`src/rtl/mcore_pkg.sv`:
```
package mcore_pkg;
  localparam int unsigned INSTR_W = 16;
  localparam int unsigned RIDX_W  = 3;
  localparam int unsigned FIELD_W = 6;

  typedef enum logic [3:0] {
    OP_ADDR = 4'b0001,
    OP_MOVI = 4'b0010,
    OP_CMP  = 4'b0011,
    OP_LOAD = 4'b0100,
    OP_ADDI = 4'b0101,
    OP_PUSH = 4'b0110,
    OP_FIRE = 4'b0111,
    OP_BRN  = 4'b1000,
    OP_RET  = 4'b1111
  } opcode_e;

  typedef enum logic { ALU_SUM, ALU_PASS } alu_sel_e;

  typedef enum logic [1:0] { ST_FETCH, ST_EXEC, ST_HALT } state_e;

  typedef struct packed {
    logic     wr_en;
    logic     wr_fu;
    logic     use_imm;
    alu_sel_e alu_sel;
    logic     is_cmp;
    logic     is_brn;
    logic     is_ret;
    logic     is_push;
    logic     is_fire;
  } ctrl_t;

  typedef struct packed {
    logic n;
    logic z;
    logic p;
  } flags_t;
endpackage

```
`src/rtl/mcore_decode.sv`:
```
module mcore_decode
  import mcore_pkg::*;
(
  input  logic [INSTR_W-1:0] instr,
  output ctrl_t              ctrl,
  output logic [RIDX_W-1:0]  rd,
  output logic [RIDX_W-1:0]  rs,
  output logic [RIDX_W-1:0]  rt,
  output logic [FIELD_W-1:0] field
);
  assign rd    = instr[11:9];
  assign rs    = instr[8:6];
  assign rt    = instr[2:0];
  assign field = instr[5:0];

  always_comb begin
    ctrl = '0;
    case (opcode_e'(instr[15:12]))
      OP_ADDR: ctrl.wr_en = 1'b1;
      OP_ADDI: begin
        ctrl.wr_en   = 1'b1;
        ctrl.use_imm = 1'b1;
      end
      OP_MOVI: begin
        ctrl.wr_en   = 1'b1;
        ctrl.use_imm = 1'b1;
        ctrl.alu_sel = ALU_PASS;
      end
      OP_CMP:  ctrl.is_cmp  = 1'b1;
      OP_BRN:  ctrl.is_brn  = 1'b1;
      OP_RET:  ctrl.is_ret  = 1'b1;
      OP_PUSH: ctrl.is_push = 1'b1;
      OP_FIRE: begin
        ctrl.is_fire = 1'b1;
        ctrl.wr_en   = 1'b1;
        ctrl.wr_fu   = 1'b1;
      end
      default: ctrl = '0;
    endcase
  end
endmodule

```
`src/rtl/mcore_regfile.sv`:
```
module mcore_regfile #(
  parameter int unsigned NREG   = 8,
  parameter int unsigned DATA_W = 8,
  localparam int unsigned AW    = $clog2(NREG)
) (
  input  logic              clk,
  input  logic              rst_n,
  input  logic              we,
  input  logic [AW-1:0]     waddr,
  input  logic [DATA_W-1:0] wdata,
  input  logic [AW-1:0]     raddr_a,
  output logic [DATA_W-1:0] rdata_a,
  input  logic [AW-1:0]     raddr_b,
  output logic [DATA_W-1:0] rdata_b
);
  logic [DATA_W-1:0] regs [NREG];

  for (genvar g = 0; g < NREG; g++) begin : g_reg
    always_ff @(posedge clk) begin
      if (!rst_n)                          regs[g] <= '0;
      else if (we && waddr == AW'(g))      regs[g] <= wdata;
    end
  end

  assign rdata_a = regs[raddr_a];
  assign rdata_b = regs[raddr_b];
endmodule

```
`src/rtl/mcore_alu.sv`:
```
module mcore_alu
  import mcore_pkg::*;
#(
  parameter int unsigned DATA_W = 8
) (
  input  alu_sel_e          sel,
  input  logic [DATA_W-1:0] a,
  input  logic [DATA_W-1:0] b,
  output logic [DATA_W-1:0] y,
  output flags_t            cmp_flags
);
  function automatic logic [DATA_W-1:0] wrap_add(input logic [DATA_W-1:0] x,
                                                 input logic [DATA_W-1:0] z);
    return x + z;
  endfunction

  function automatic flags_t order_of(input logic [DATA_W-1:0] x,
                                      input logic [DATA_W-1:0] z);
    flags_t f;
    f.n = (x < z);
    f.z = (x == z);
    f.p = (x > z);
    return f;
  endfunction

  assign y         = (sel == ALU_PASS) ? b : wrap_add(a, b);
  assign cmp_flags = order_of(a, b);
endmodule

```
`src/rtl/mini_core.sv`:
```
module mini_core
  import mcore_pkg::*;
#(
  parameter int unsigned DATA_W = 8,
  parameter int unsigned PC_W   = 8,
  parameter int unsigned NREG   = 8,
  localparam int unsigned REG_AW = $clog2(NREG)
) (
  input  logic               clk,
  input  logic               rst_n,
  output logic [PC_W-1:0]    rom_addr,
  input  logic [INSTR_W-1:0] rom_data,
  output logic               fu_push,
  output logic [DATA_W-1:0]  fu_operand,
  output logic               fu_fire,
  input  logic [DATA_W-1:0]  fu_result,
  output logic               done
);
  state_e             state;
  logic [PC_W-1:0]    pc;
  flags_t             flags;

  ctrl_t              ctrl;
  logic [RIDX_W-1:0]  rd, rs, rt;
  logic [FIELD_W-1:0] field;
  logic [DATA_W-1:0]  rs_val, rt_val, b_opnd, alu_y, wdata;
  flags_t             cmp_flags;

  logic               exec_cyc;
  logic               br_taken;
  logic               halt_now;
  logic [PC_W-1:0]    br_target;

  mcore_decode u_dec (
    .instr (rom_data),
    .ctrl  (ctrl),
    .rd    (rd),
    .rs    (rs),
    .rt    (rt),
    .field (field)
  );

  mcore_regfile #(.NREG(NREG), .DATA_W(DATA_W)) u_rf (
    .clk     (clk),
    .rst_n   (rst_n),
    .we      (exec_cyc && ctrl.wr_en),
    .waddr   (REG_AW'(rd)),
    .wdata   (wdata),
    .raddr_a (REG_AW'(rs)),
    .rdata_a (rs_val),
    .raddr_b (REG_AW'(rt)),
    .rdata_b (rt_val)
  );

  mcore_alu #(.DATA_W(DATA_W)) u_alu (
    .sel       (ctrl.alu_sel),
    .a         (rs_val),
    .b         (b_opnd),
    .y         (alu_y),
    .cmp_flags (cmp_flags)
  );

  assign b_opnd    = ctrl.use_imm ? DATA_W'(field) : rt_val;
  assign wdata     = ctrl.wr_fu ? fu_result : alu_y;

  assign exec_cyc  = (state == ST_EXEC);
  assign br_target = rom_data[PC_W-1:0];
  assign br_taken  = exec_cyc && ctrl.is_brn && flags.n;
  assign halt_now  = exec_cyc && ctrl.is_ret;

  always_ff @(posedge clk) begin
    if (!rst_n) begin
      state <= ST_FETCH;
      pc    <= '0;
      flags <= '{n: 1'b0, z: 1'b1, p: 1'b0};
    end else begin
      case (state)
        ST_FETCH: state <= ST_EXEC;
        ST_EXEC: begin
          if (ctrl.is_ret) begin
            state <= ST_HALT;
          end else begin
            state <= ST_FETCH;
            pc    <= br_taken ? br_target : pc + PC_W'(1);
          end
          if (ctrl.is_cmp) flags <= cmp_flags;
        end
        default: state <= ST_HALT;
      endcase
    end
  end

  assign rom_addr   = pc;
  assign fu_push    = exec_cyc && ctrl.is_push;
  assign fu_fire    = exec_cyc && ctrl.is_fire;
  assign fu_operand = rs_val;
  assign done       = (state == ST_HALT);
endmodule

```
`config.mk`:
```
export PLATFORM = sky130hd
export DESIGN_NAME = mini_core
export DESIGN_NICKNAME = d
export VERILOG_FILES = /design/src/rtl/mcore_pkg.sv /design/src/rtl/mcore_decode.sv /design/src/rtl/mcore_regfile.sv /design/src/rtl/mcore_alu.sv /design/src/rtl/mini_core.sv
export SDC_FILE = /design/constraint.sdc
export NUM_CORES = 1
export LEC_CHECK = 0
export BUFFER_PORTS_ARGS = -buffer_cell sky130_fd_sc_hd__buf_2
export CAP_MARGIN = 40
export CORE_ASPECT_RATIO = 0.5
export CORE_MARGIN = 10
export CORE_UTILIZATION = 49
export CTS_BUF_LIST = sky130_fd_sc_hd__clkbuf_8 sky130_fd_sc_hd__clkbuf_16
export CTS_CLUSTER_SIZE = 14
export DETAILED_ROUTE_END_ITERATION = 10
export PLACE_DENSITY = 0.66
export SLEW_MARGIN = 40
export SYNTH_ARGS = -nofsm -noshare
export SYNTH_HDL_FRONTEND = slang
export SYNTH_SLANG_ARGS = --single-unit
```
`constraint.sdc`:
```
create_clock -name clk -period 6.05 [get_ports clk]
set_input_delay 1.21 -clock clk [delete_from_list [all_inputs] [get_ports clk]]
set_output_delay 1.21 -clock clk [all_outputs]
set_load 0.1 [all_outputs]
```
==> flow_summary_export.csv, run 1 <==
group,metric,value,unit
sta,fin_tns_setup,0,ps
synth,synth_cells,434,
placement,post-place-ws,1060,ps
floorplan,die_x,160,µm
critical_path,timing.setup.critical_path_class,"input pin to flop",
cts,cts.path.max_buffers,2,
critical_path,required,6100,ps
synth,synth.distinct_cells,58,
critical_path,crit_chain,"buf_2 -> nor4bb_1 -> nor2_1 -> a21oi_1 -> a21o_1 -> ha_1 -> nor3b_1 -> nor4_1 -> o31ai_1 -> a221oi_2 -> mux2i_1 -> nor2_1",
route,wirelength,13400,µm
cts,cts_max_level,3,
synth,synthTopCellsByArea,"edfxtp_1, mux4_2, nor2_1, dfxtp_1, ha_1",
cts,clockRootBuffer,"clkbuf_16",
global_routing,antenna_found_initial,0,
finish,regArea,2140,µm²
critical_path,path_max_fanout,12,
placement,dp_hpwl,9480,µm
finish,finish.utilization,57.9,%
finish,final_cell_mix,"nor2_1, edfxtp_1, buf_2",
floorplan,start_util,50.6,%
finish,drive_gt1_share,25.6,%
critical_path,max_stage_delay,690,ps
sta,period_needed,4780,ps
global_routing,grt_max_degree,19,
sta,final_critical_path_setup_slack,1270,ps
cts,insertion_delay,330,ps
floorplan,design.core.area,9480,µm²
power_and_ir_drop,cellLeakagePower,2.15,nW
sta,maxSlewViolCount,0,
critical_path,endpoint_kind,"flop",
cts,cts_resized,0,
finish,nets,514,
critical_path,crit_slowest_cell,"nor4bb_1",
worst_hold_path,holdCritPathClass,"flop to flop",
global_routing,grt_pass1_vias,3648,
synth,synth-seq-cells,75,
sta,relSlewSlack,45.0,%
critical_path,critPathBufInv,1,
route,final_antenna_net_count,0,
placement,io_buffers,44,
finish,diodes,0,
critical_path,critPathTopFamily,"simple AND/OR/NAND/NOR gates",
floorplan,die_y,90.0,µm
cts,ctsHoldBuffers,0,
route,drtIter0Drc,373,
synth,ys_async_sr_fraction,0,%
route,wl_per_cell,21.9,µm
sta,post-route-period-util,79.0,%
global_routing,grtUsageTotal,18.3,%
synth,yosysTopAreaCellShare,40.1,%
sta,finalClockSkew,8.45,ps
route,drcViolationCount,0,
global_routing,grt_pass1_wl,20700,µm
critical_path,crit_top_cell,"nor2_1",
route,drt_pre_antenna_iters,5,
synth,yosysWarnings,0,
synth,synth_edf_count,64,
critical_path,cp-start-kind,"input pin",
cts,cts_made_buffers,9,
sta,finalSetupViolations,0,
sta,hold_violations,0,
finish,areaGrowthSynthToFinish,14.4,%
floorplan,rows,25,
synth,synth_area_leader_cell,"edfxtp_1",
power_and_ir_drop,ir_drop,0.000122,V
finish,multiInputGateArea,2530,µm²
synth,synthFlopType,"edfxtp_1",
critical_path,crit_arrival,4830,ps
finish,fillers,774,
cts,post_cts_buffers,0,
route,num_vias,3798,
floorplan,dieArea,14400,µm²
cts,path_clk_slew,60,ps
sta,fmaxAchievable,209,MHz
cts,cts_tree,"yes",
global_routing,grt_overflow_total,0,
cts,clock-sinks,75,
route,via_per_inst,6.21,
floorplan,ios,45,
sta,rsz0062_at_grt,"false",
synth,synth_fp_nets,476,
finish,final_common_cell,"nor2_1",
synth,syn_avg_cell_area,11.1,µm²
sta,worst_slew_pin_slew,824,ps
synth,yosysSeqAreaShare,44.7,%
flow_run,maxCapViolations,0,
status,status,"finished clean",
placement,place.gp.congestion,0.867,
power_and_ir_drop,power.density,283,nW/µm²
synth,netlist_area,4800,µm²
-- state kept, by name, summed over array words and instances, names as in the netlist --
register,count
u_rf.regs,64
state,2
flags,1
rom_addr,8
-- metal layers --
layer / global-route usage, % / routed length, µm
met1: 24.8 / 5780
met2: 28.4 / 6070
met3: 5.23 / 1390
met4: 4.71 / 165
met5: 0 / 0
-- through the flow --
stage          hold slack [ps]  instances  power [mW]  instance area [µm²]
2_1_floorplan              447        434       0.855                 4800
3_3_place_gp               487        596       0.942                 5120
3_5_place_dp               489        596       0.945                 5140
4_1_cts                    497        612        1.55                 5480
5_1_grt                    525        612        1.61                 5490
6_report                   504        612        1.55                 5490
-- final cells by class --
type | count | share of cell area [%]
well taps | 135 | 3.08
clock buffers | 9 | 4.10
flip-flops and latches | 75 | 39.0
repair buffers | 47 | 4.42
inverters | 17 | 1.16
multi-input cells | 322 | 46.1
clock inverters | 7 | 2.10
-- path summary, 6_finish.rpt --
check,start,to,slack [ps],cells past startpoint
worst max-delay path,rom_data[14],u_rf.regs[3][7]$_SDFFCE_PN0P_,1270,12
worst min-delay path,state[1]$_SDFF_PN0_,state[0]$_SDFF_PN0_,500,1
worst max register to register,u_rf.regs[2][2]$_SDFFCE_PN0P_,u_rf.regs[3][7]$_SDFFCE_PN0P_,2510,9
worst min register to register,state[1]$_SDFF_PN0_,state[0]$_SDFF_PN0_,500,1
-- where the power goes --
group	internal (mW)	leakage [nW]	total, mW	switching (mW)
Clock	0.403	0.173	0.612	0.209
Sequential	0.579	0.751	0.590	0.0110
Combinational	0.111	1.22	0.350	0.239
Total	1.09	2.15	1.55	0.459
-- synth_stat cells, drive strengths merged, types with 7 or more instances --
library cell / n
o21ai: 29
mux4: 32
nor2: 81
mux2i: 7
edfxtp: 64
nor2b: 8
a21oi: 14
nand2b: 7
nand3: 7
nor3: 16
nand2: 29
mux2: 10
dfxtp: 11
clkbuf: 14
inv: 17
ha: 16
-- cell families (layout without fill, tap and decap cells) --
family                     count (synthesis)  count (layout)  share of synthesized area, %
and+or+nand+nor                          181             181                          18.8
AOI/OAI and AO/OA                         75              75                          10.2
DFF                                       75              75                          44.7
muxes                                     49              49                          18.9
buffers and inverters                     37              80                          3.10
adders and majority gates                 16              16                          4.17
xor gates and xnor gates                   1               1                         0.183
No activity file was read; power rests on OpenSTA's default activity.
==> run 2, diff against run 1 <==
--- a/config.mk
+++ b/config.mk
@@ -13,7 +13,7 @@
 export CTS_BUF_LIST = sky130_fd_sc_hd__clkbuf_8 sky130_fd_sc_hd__clkbuf_16
 export CTS_CLUSTER_SIZE = 14
 export DETAILED_ROUTE_END_ITERATION = 10
-export PLACE_DENSITY = 0.66
+export PLACE_DENSITY = 0.68
 export SLEW_MARGIN = 40
 export SYNTH_ARGS = -nofsm -noshare
 export SYNTH_HDL_FRONTEND = slang
==> constraint.sdc (replaced) <==
create_clock -name clk -period 3.9 [get_ports clk]
set_input_delay 0.78 -clock clk [delete_from_list [all_inputs] [get_ports clk]]
set_output_delay 0.78 -clock clk [all_outputs]
set_load 0.1 [all_outputs]
==> run 2 against run 1 <==
Sequential share of layout area fell by 2.2 points; largest power group unchanged; critical path type unchanged; final area rose by 5.9%; clock-buffer cell count did not move.
==> flow_summary_export.csv, run 2 (synthesis gave the netlist of run 1 again) <==
group,metric,value,unit
cts,cts.path.max_buffers,2,
floorplan,rows,25,
worst_hold_path,hold_path_end,"state[0]$_SDFF_PN0_",
floorplan,design.core.area,9480,µm²
critical_path,r2r_end,"u_rf.regs[4][5]$_SDFFCE_PN0P_",
critical_path,crit_arrival,3750,ps
power_and_ir_drop,cellLeakagePower,2.31,nW
route,final_antenna_net_count,0,
cts,cts_max_level,3,
sta,rsz0062_at_grt,"false",
worst_hold_path,hold_start,"state[1]$_SDFF_PN0_",
placement,place.gp.congestion,0.951,
flow_run,maxCapViolations,0,
power_and_ir_drop,ir_drop,0.000207,V
critical_path,r2r_slack,600,ps
critical_path,crit_top_cell,"nor2_1",
route,drtIter0Drc,314,
global_routing,grt_overflow_total,0,
floorplan,die_y,90.0,µm
finish,final_common_cell,"nor2_1",
placement,io_buffers,44,
route,drcViolationCount,0,
sta,period_needed,3680,ps
critical_path,ff2ff_path_depth,10,
sta,post-route-period-util,94.3,%
route,drt_pre_antenna_iters,5,
critical_path,timing.setup.critical_path_class,"input pin to flop",
cts,ctsHoldBuffers,0,
sta,whs,487,ps
critical_path,crit_chain,"buf_2 -> buf_4 -> mux4_2 -> nor2_1 -> a21o_1 -> ha_1 -> nor3b_1 -> nor4_1 -> or2_2 -> and4bb_2 -> nor3_4 -> nor2_1",
route,num_vias,3994,
critical_path,cp-start-kind,"input pin",
critical_path,max_stage_delay,520,ps
cts,cts_made_buffers,9,
global_routing,grt_pass1_vias,3826,
sta,fmaxAchievable,272,MHz
critical_path,r2r_start,"u_rf.regs[7][1]$_SDFFCE_PN0P_",
cts,post_cts_buffers,0,
global_routing,grtUsageTotal,19.3,%
floorplan,start_util,50.6,%
cts,path_clk_slew,60,ps
cts,cts_tree,"yes",
critical_path,crit_slowest_cell,"mux4_2",
finish,nets,555,
cts,clock-sinks,75,
global_routing,grt_pass1_wl,21800,µm
global_routing,antenna_found_initial,0,
sta,worst_slew_pin_slew,689,ps
global_routing,grt_max_degree,17,
sta,maxSlewViolCount,0,
finish,drive_gt1_share,31.7,%
finish,largest-register,"u_rf.regs",
critical_path,critPathBufInv,2,
finish,final_cell_mix,"nor2_1, edfxtp_1, buf_2",
cts,cts_resized,0,
critical_path,path_max_fanout,9,
cts,insertion_delay,340,ps
worst_hold_path,holdCritPathClass,"flop to flop",
sta,fin_tns_setup,0,ps
critical_path,crit_cells,12,
floorplan,die_x,160,µm
critical_path,critPathTopFamily,"simple AND/OR/NAND/NOR gates",
finish,stdcell_area,5810,µm²
worst_hold_path,min_path_cells,1,
route,via_per_inst,6.12,
cts,clockRootBuffer,"clkbuf_16",
critical_path,required,3980,ps
sta,finalClockSkew,3.33,ps
placement,dp_hpwl,10300,µm
sta,finalSetupViolations,0,
sta,hold_violations,0,
floorplan,dieArea,14400,µm²
sta,relSlewSlack,54.0,%
finish,diodes,0,
power_and_ir_drop,power.density,424,nW/µm²
placement,place_area,5480,µm²
route,wl_per_cell,21.3,µm
finish,fillers,766,
finish,areaGrowthSynthToFinish,21.2,%
floorplan,ios,45,
route,wirelength,13900,µm
finish,largest_reg_flops,64,
critical_path,endpoint_kind,"flop",
status,status,"finished clean",
==> run 2: cell types whose count changed in the layout (fill, tap and decap cells not counted), sizes merged <==
cell / before / now
inv: 21 / 20
clkinvlp: 0 / 1
bufinv: 3 / 2
clkinv: 0 / 1
buf: 47 / 88
==> run 2: layout make-up <==
class,instances,area (µm²),share of cell area (%)
Multi-Input combinational cell,322,2540,43.7
Sequential cell,75,2140,36.9
Timing Repair Buffer,88,563,9.69
Clock buffer,9,225,3.88
Tap cell,135,169,2.91
Clock inverter,7,105,1.81
Inverter,17,67.6,1.16
==> run 2: worst max-delay path by stage <==
stage | start | to | slack [ps]
after global placement | rom_data[0] | u_rf.regs[1][5]$_SDFFCE_PN0P_ | -50
after detailed placement | rom_data[0] | u_rf.regs[7][5]$_SDFFCE_PN0P_ | -100
after global routing | rom_data[0] | u_rf.regs[2][5]$_SDFFCE_PN0P_ | 20
after CTS | rom_data[0] | u_rf.regs[4][5]$_SDFFCE_PN0P_ | 260
final | rom_data[0] | u_rf.regs[4][5]$_SDFFCE_PN0P_ | 220
after floorplan | rom_data[6] | u_rf.regs[0][7]$_SDFFCE_PN0P_ | -200
==> run 2: layer usage <==
metal,global-route usage [%],part of all wire [%]
met1,26.0,43
met2,29.9,45
met3,5.23,10
met4,6.00,2.2
met5,0,0
==> run 2: per-stage QoR <==
stage | power [mW] | worst slack [ps] | instances | util (%)
2_1_floorplan | 1.34 | -198 | 434 | -
3_3_place_gp | 1.54 | -47.6 | 637 | 57.8
3_5_place_dp | 1.54 | -105 | 637 | 57.8
4_1_cts | 2.46 | 259 | 653 | 61.3
5_1_grt | 2.55 | 19.7 | 653 | 61.3
6_report | 2.46 | 223 | 653 | 61.3
==> run 2: worst reg2reg max path: cells and delay by family, from the launching register on <==
kind	cells	cell delay [ps]
fa+ha+maj	1	280
simple gates	7	1610
flops	1	380
mux	1	510
compound gates	1	280
==> run 2: where the power goes <==
part / switching (mW) / leakage, nW / total, mW / internal [mW]
Clock: 0.351 / 0.164 / 0.923 / 0.572
Sequential: 0.0196 / 0.751 / 0.918 / 0.898
Combinational: 0.393 / 1.39 / 0.621 / 0.228
==> run 3, diff against run 2 <==
==> constraint.sdc (replaced) <==
create_clock -name clk -period 3.2 [get_ports clk]
set_input_delay 0.64 -clock clk [delete_from_list [all_inputs] [get_ports clk]]
set_output_delay 0.64 -clock clk [all_outputs]
set_load 0.1 [all_outputs]
==> run 3 against run 2 <==
Final cell count grew 6.0%; combinational power grew 56%; sequential power up 22%; global-route usage up 0.62 points; final area increased by 10%; register-to-register slack worse by 580 ps; power rose by 23%.
==> flow_summary_export.csv, run 3 (synthesis gave the netlist of run 1 again) <==
group,metric,value,unit
cts,ctsHoldBuffers,0,
critical_path,crit_top_cell,"buf_4",
critical_path,timing.setup.critical_path_class,"input pin to flop",
power_and_ir_drop,share_seq_of_total_power,36.9,%
flow_run,maxCapViolations,0,
power_and_ir_drop,ir_drop,0.000271,V
sta,finalSetupViolations,0,
finish,nets,594,
critical_path,startpoint,"rom_data[12]",
power_and_ir_drop,p_int,2.05,mW
critical_path,crit_cells,15,
finish,areaGrowthSynthToFinish,33.7,%
sta,relSlewSlack,60.0,%
floorplan,rows,25,
critical_path,endpoint_kind,"flop",
cts,clockRootBuffer,"clkbuf_16",
cts,cts_made_buffers,9,
sta,post-route-period-util,99.9,%
power_and_ir_drop,switching_share,32.6,%
floorplan,die_y,90.0,µm
route,drcViolationCount,0,
power_and_ir_drop,clkPwrFrac,31.3,%
critical_path,crit_slowest_cell,"nor4b_2",
floorplan,ios,45,
cts,cts_max_level,3,
finish,stdcell_area,6410,µm²
global_routing,grt_pass1_wl,22700,µm
power_and_ir_drop,cellLeakagePower,2.55,nW
route,final_antenna_net_count,0,
status,status,"finished clean",
sta,fmaxAchievable,313,MHz
power_and_ir_drop,pwr-share-comb,31.8,%
cts,clock-sinks,75,
critical_path,max_stage_delay,380,ps
sta,hold_violations,0,
floorplan,dieArea,14400,µm²
route,wl_per_cell,21.7,µm
placement,io_buffers,44,
cts,cts_tree,"yes",
critical_path,r2r_end,"u_rf.regs[6][6]$_SDFFCE_PN0P_",
global_routing,grt_max_degree,16,
sta,whs,486,ps
sta,rsz0062_at_grt,"true",
floorplan,start_util,50.6,%
cts,insertion_delay,340,ps
critical_path,critPathBufInv,4,
critical_path,cp-start-kind,"input pin",
critical_path,critPathTopFamily,"simple AND/OR/NAND/NOR gates",
finish,final_common_cell,"buf_4",
critical_path,crit_chain,"buf_4 -> nor4b_2 -> buf_4 -> o31a_1 -> nor2_2 -> ha_4 -> inv_1 -> ha_1 -> nor2b_1 -> o21a_1 -> o21ai_2 -> a31oi_4 -> nor3_2 -> buf_4 -> nor3_1",
finish,final_cell_mix,"buf_4, nor2_1, edfxtp_1",
critical_path,path_max_fanout,8,
floorplan,design.core.area,9480,µm²
floorplan,die_x,160,µm
sta,worst_slew_pin_slew,600,ps
power_and_ir_drop,power.density,474,nW/µm²
placement,place_area,5800,µm²
sta,period_needed,3200,ps
global_routing,grt_pass1_vias,4059,
critical_path,required,3270,ps
placement,dp_hpwl,10800,µm
critical_path,ff2ff_path_depth,13,
finish,drive_gt1_share,41.3,%
global_routing,grt_overflow_total,0,
route,drt_pre_antenna_iters,5,
route,wirelength,15000,µm
finish,largest_reg_flops,64,
placement,place.gp.congestion,0.894,
finish,largest-register,"u_rf.regs",
cts,cts.path.max_buffers,2,
sta,finalClockSkew,7.57,ps
worst_hold_path,holdCritPathClass,"flop to flop",
critical_path,crit_arrival,3270,ps
finish,diodes,0,
route,num_vias,4135,
global_routing,antenna_found_initial,0,
power_and_ir_drop,switching_power,989,µW
critical_path,endpoint,"u_rf.regs[6][6]$_SDFFCE_PN0P_",
critical_path,r2r_slack,20,ps
cts,path_clk_slew,60,ps
route,drtIter0Drc,490,
critical_path,r2r_start,"u_rf.regs[2][1]$_SDFFCE_PN0P_",
sta,maxSlewViolCount,0,
global_routing,grtUsageTotal,20.0,%
route,via_per_inst,5.98,
run 3: changes by cell type in the layout (fill, tap and decap cells not counted), moves of 5 or more:
cell,change
buf_12,+5
buf_2,-8
buf_4,+36
ha_1,-7
ha_4,+6
nor2_1,-5
nor2_2,+5
run 3: final cells by class:
type	count	area [µm²]
flip-flops and latches	75	2140
repair buffers	127	953
fillers	685	3070
inverters	17	67.6
clock buffers	9	225
well taps	135	169
multi-input cells	322	2800
clock inverters	7	50.0
run 3: what timing repair did:
item | in CTS | in global routing
endpoints found under the setup margin | 32 | 31
hold endpoints to repair | 0 | 0
gates resized for setup | 34 | 23
setup buffers | 3 | 6
pin swaps | 9 | 13
run 3: stage by stage:
stage | utilization [%] | setup WS [ps] | total power [mW] | std cells | setup TNS (ps)
after CTS | 66.2 | 5.17 | 2.98 | 686 | 0
after floorplan | - | -721 | 1.66 | 434 | -24180
final | 67.6 | 1.71 | 3.04 | 692 | 0
after global routing | 67.6 | -187 | 3.15 | 692 | -2750
after detailed placement | 61.2 | -697 | 1.98 | 668 | -23550
after global placement | 61.2 | -658 | 1.97 | 668 | -21290
run 3: power groups by stage:
stage,Clock [mW],Combinational (mW),Sequential [mW]
final,0.950,0.966,1.12
after global routing,1.00,1.03,1.12
after CTS,0.951,0.908,1.12
after detailed placement,0,0.846,1.14
after global placement,0,0.839,1.13
after floorplan,0,0.513,1.15
run 3: worst reg2reg max path, delay by kind of cell (launching register included):
kind / cells / cell delay (ps)
buffers and inverters: 2 / 230
adder cells (fa/ha/maj): 2 / 390
flip-flops: 1 / 440
multiplexers: 1 / 480
AO/OA/AOI/OAI: 4 / 810
AND/OR/NAND/NOR: 4 / 550
run 3: worst min path at each step:
stage	start	end	slack (ps)	cells after the start
after global placement	state[1]$_SDFF_PN0_	state[0]$_SDFF_PN0_	470	1
final	state[1]$_SDFF_PN0_	state[0]$_SDFF_PN0_	490	1
after detailed placement	state[1]$_SDFF_PN0_	state[0]$_SDFF_PN0_	470	1
after CTS	state[1]$_SDFF_PN0_	state[0]$_SDFF_PN0_	480	1
after global routing	state[1]$_SDFF_PN0_	state[0]$_SDFF_PN0_	520	1
after floorplan	state[1]$_SDFF_PN0_	state[0]$_SDFF_PN0_	450	1
run 3: routing by layer:
layer	track usage, %	wire length [µm]	up-vias
li1	-	-	1886
met4	4.33	193	0
met2	31.0	6920	238
met1	27.0	6200	1988
met3	5.87	1670	23
met5	0	0	-
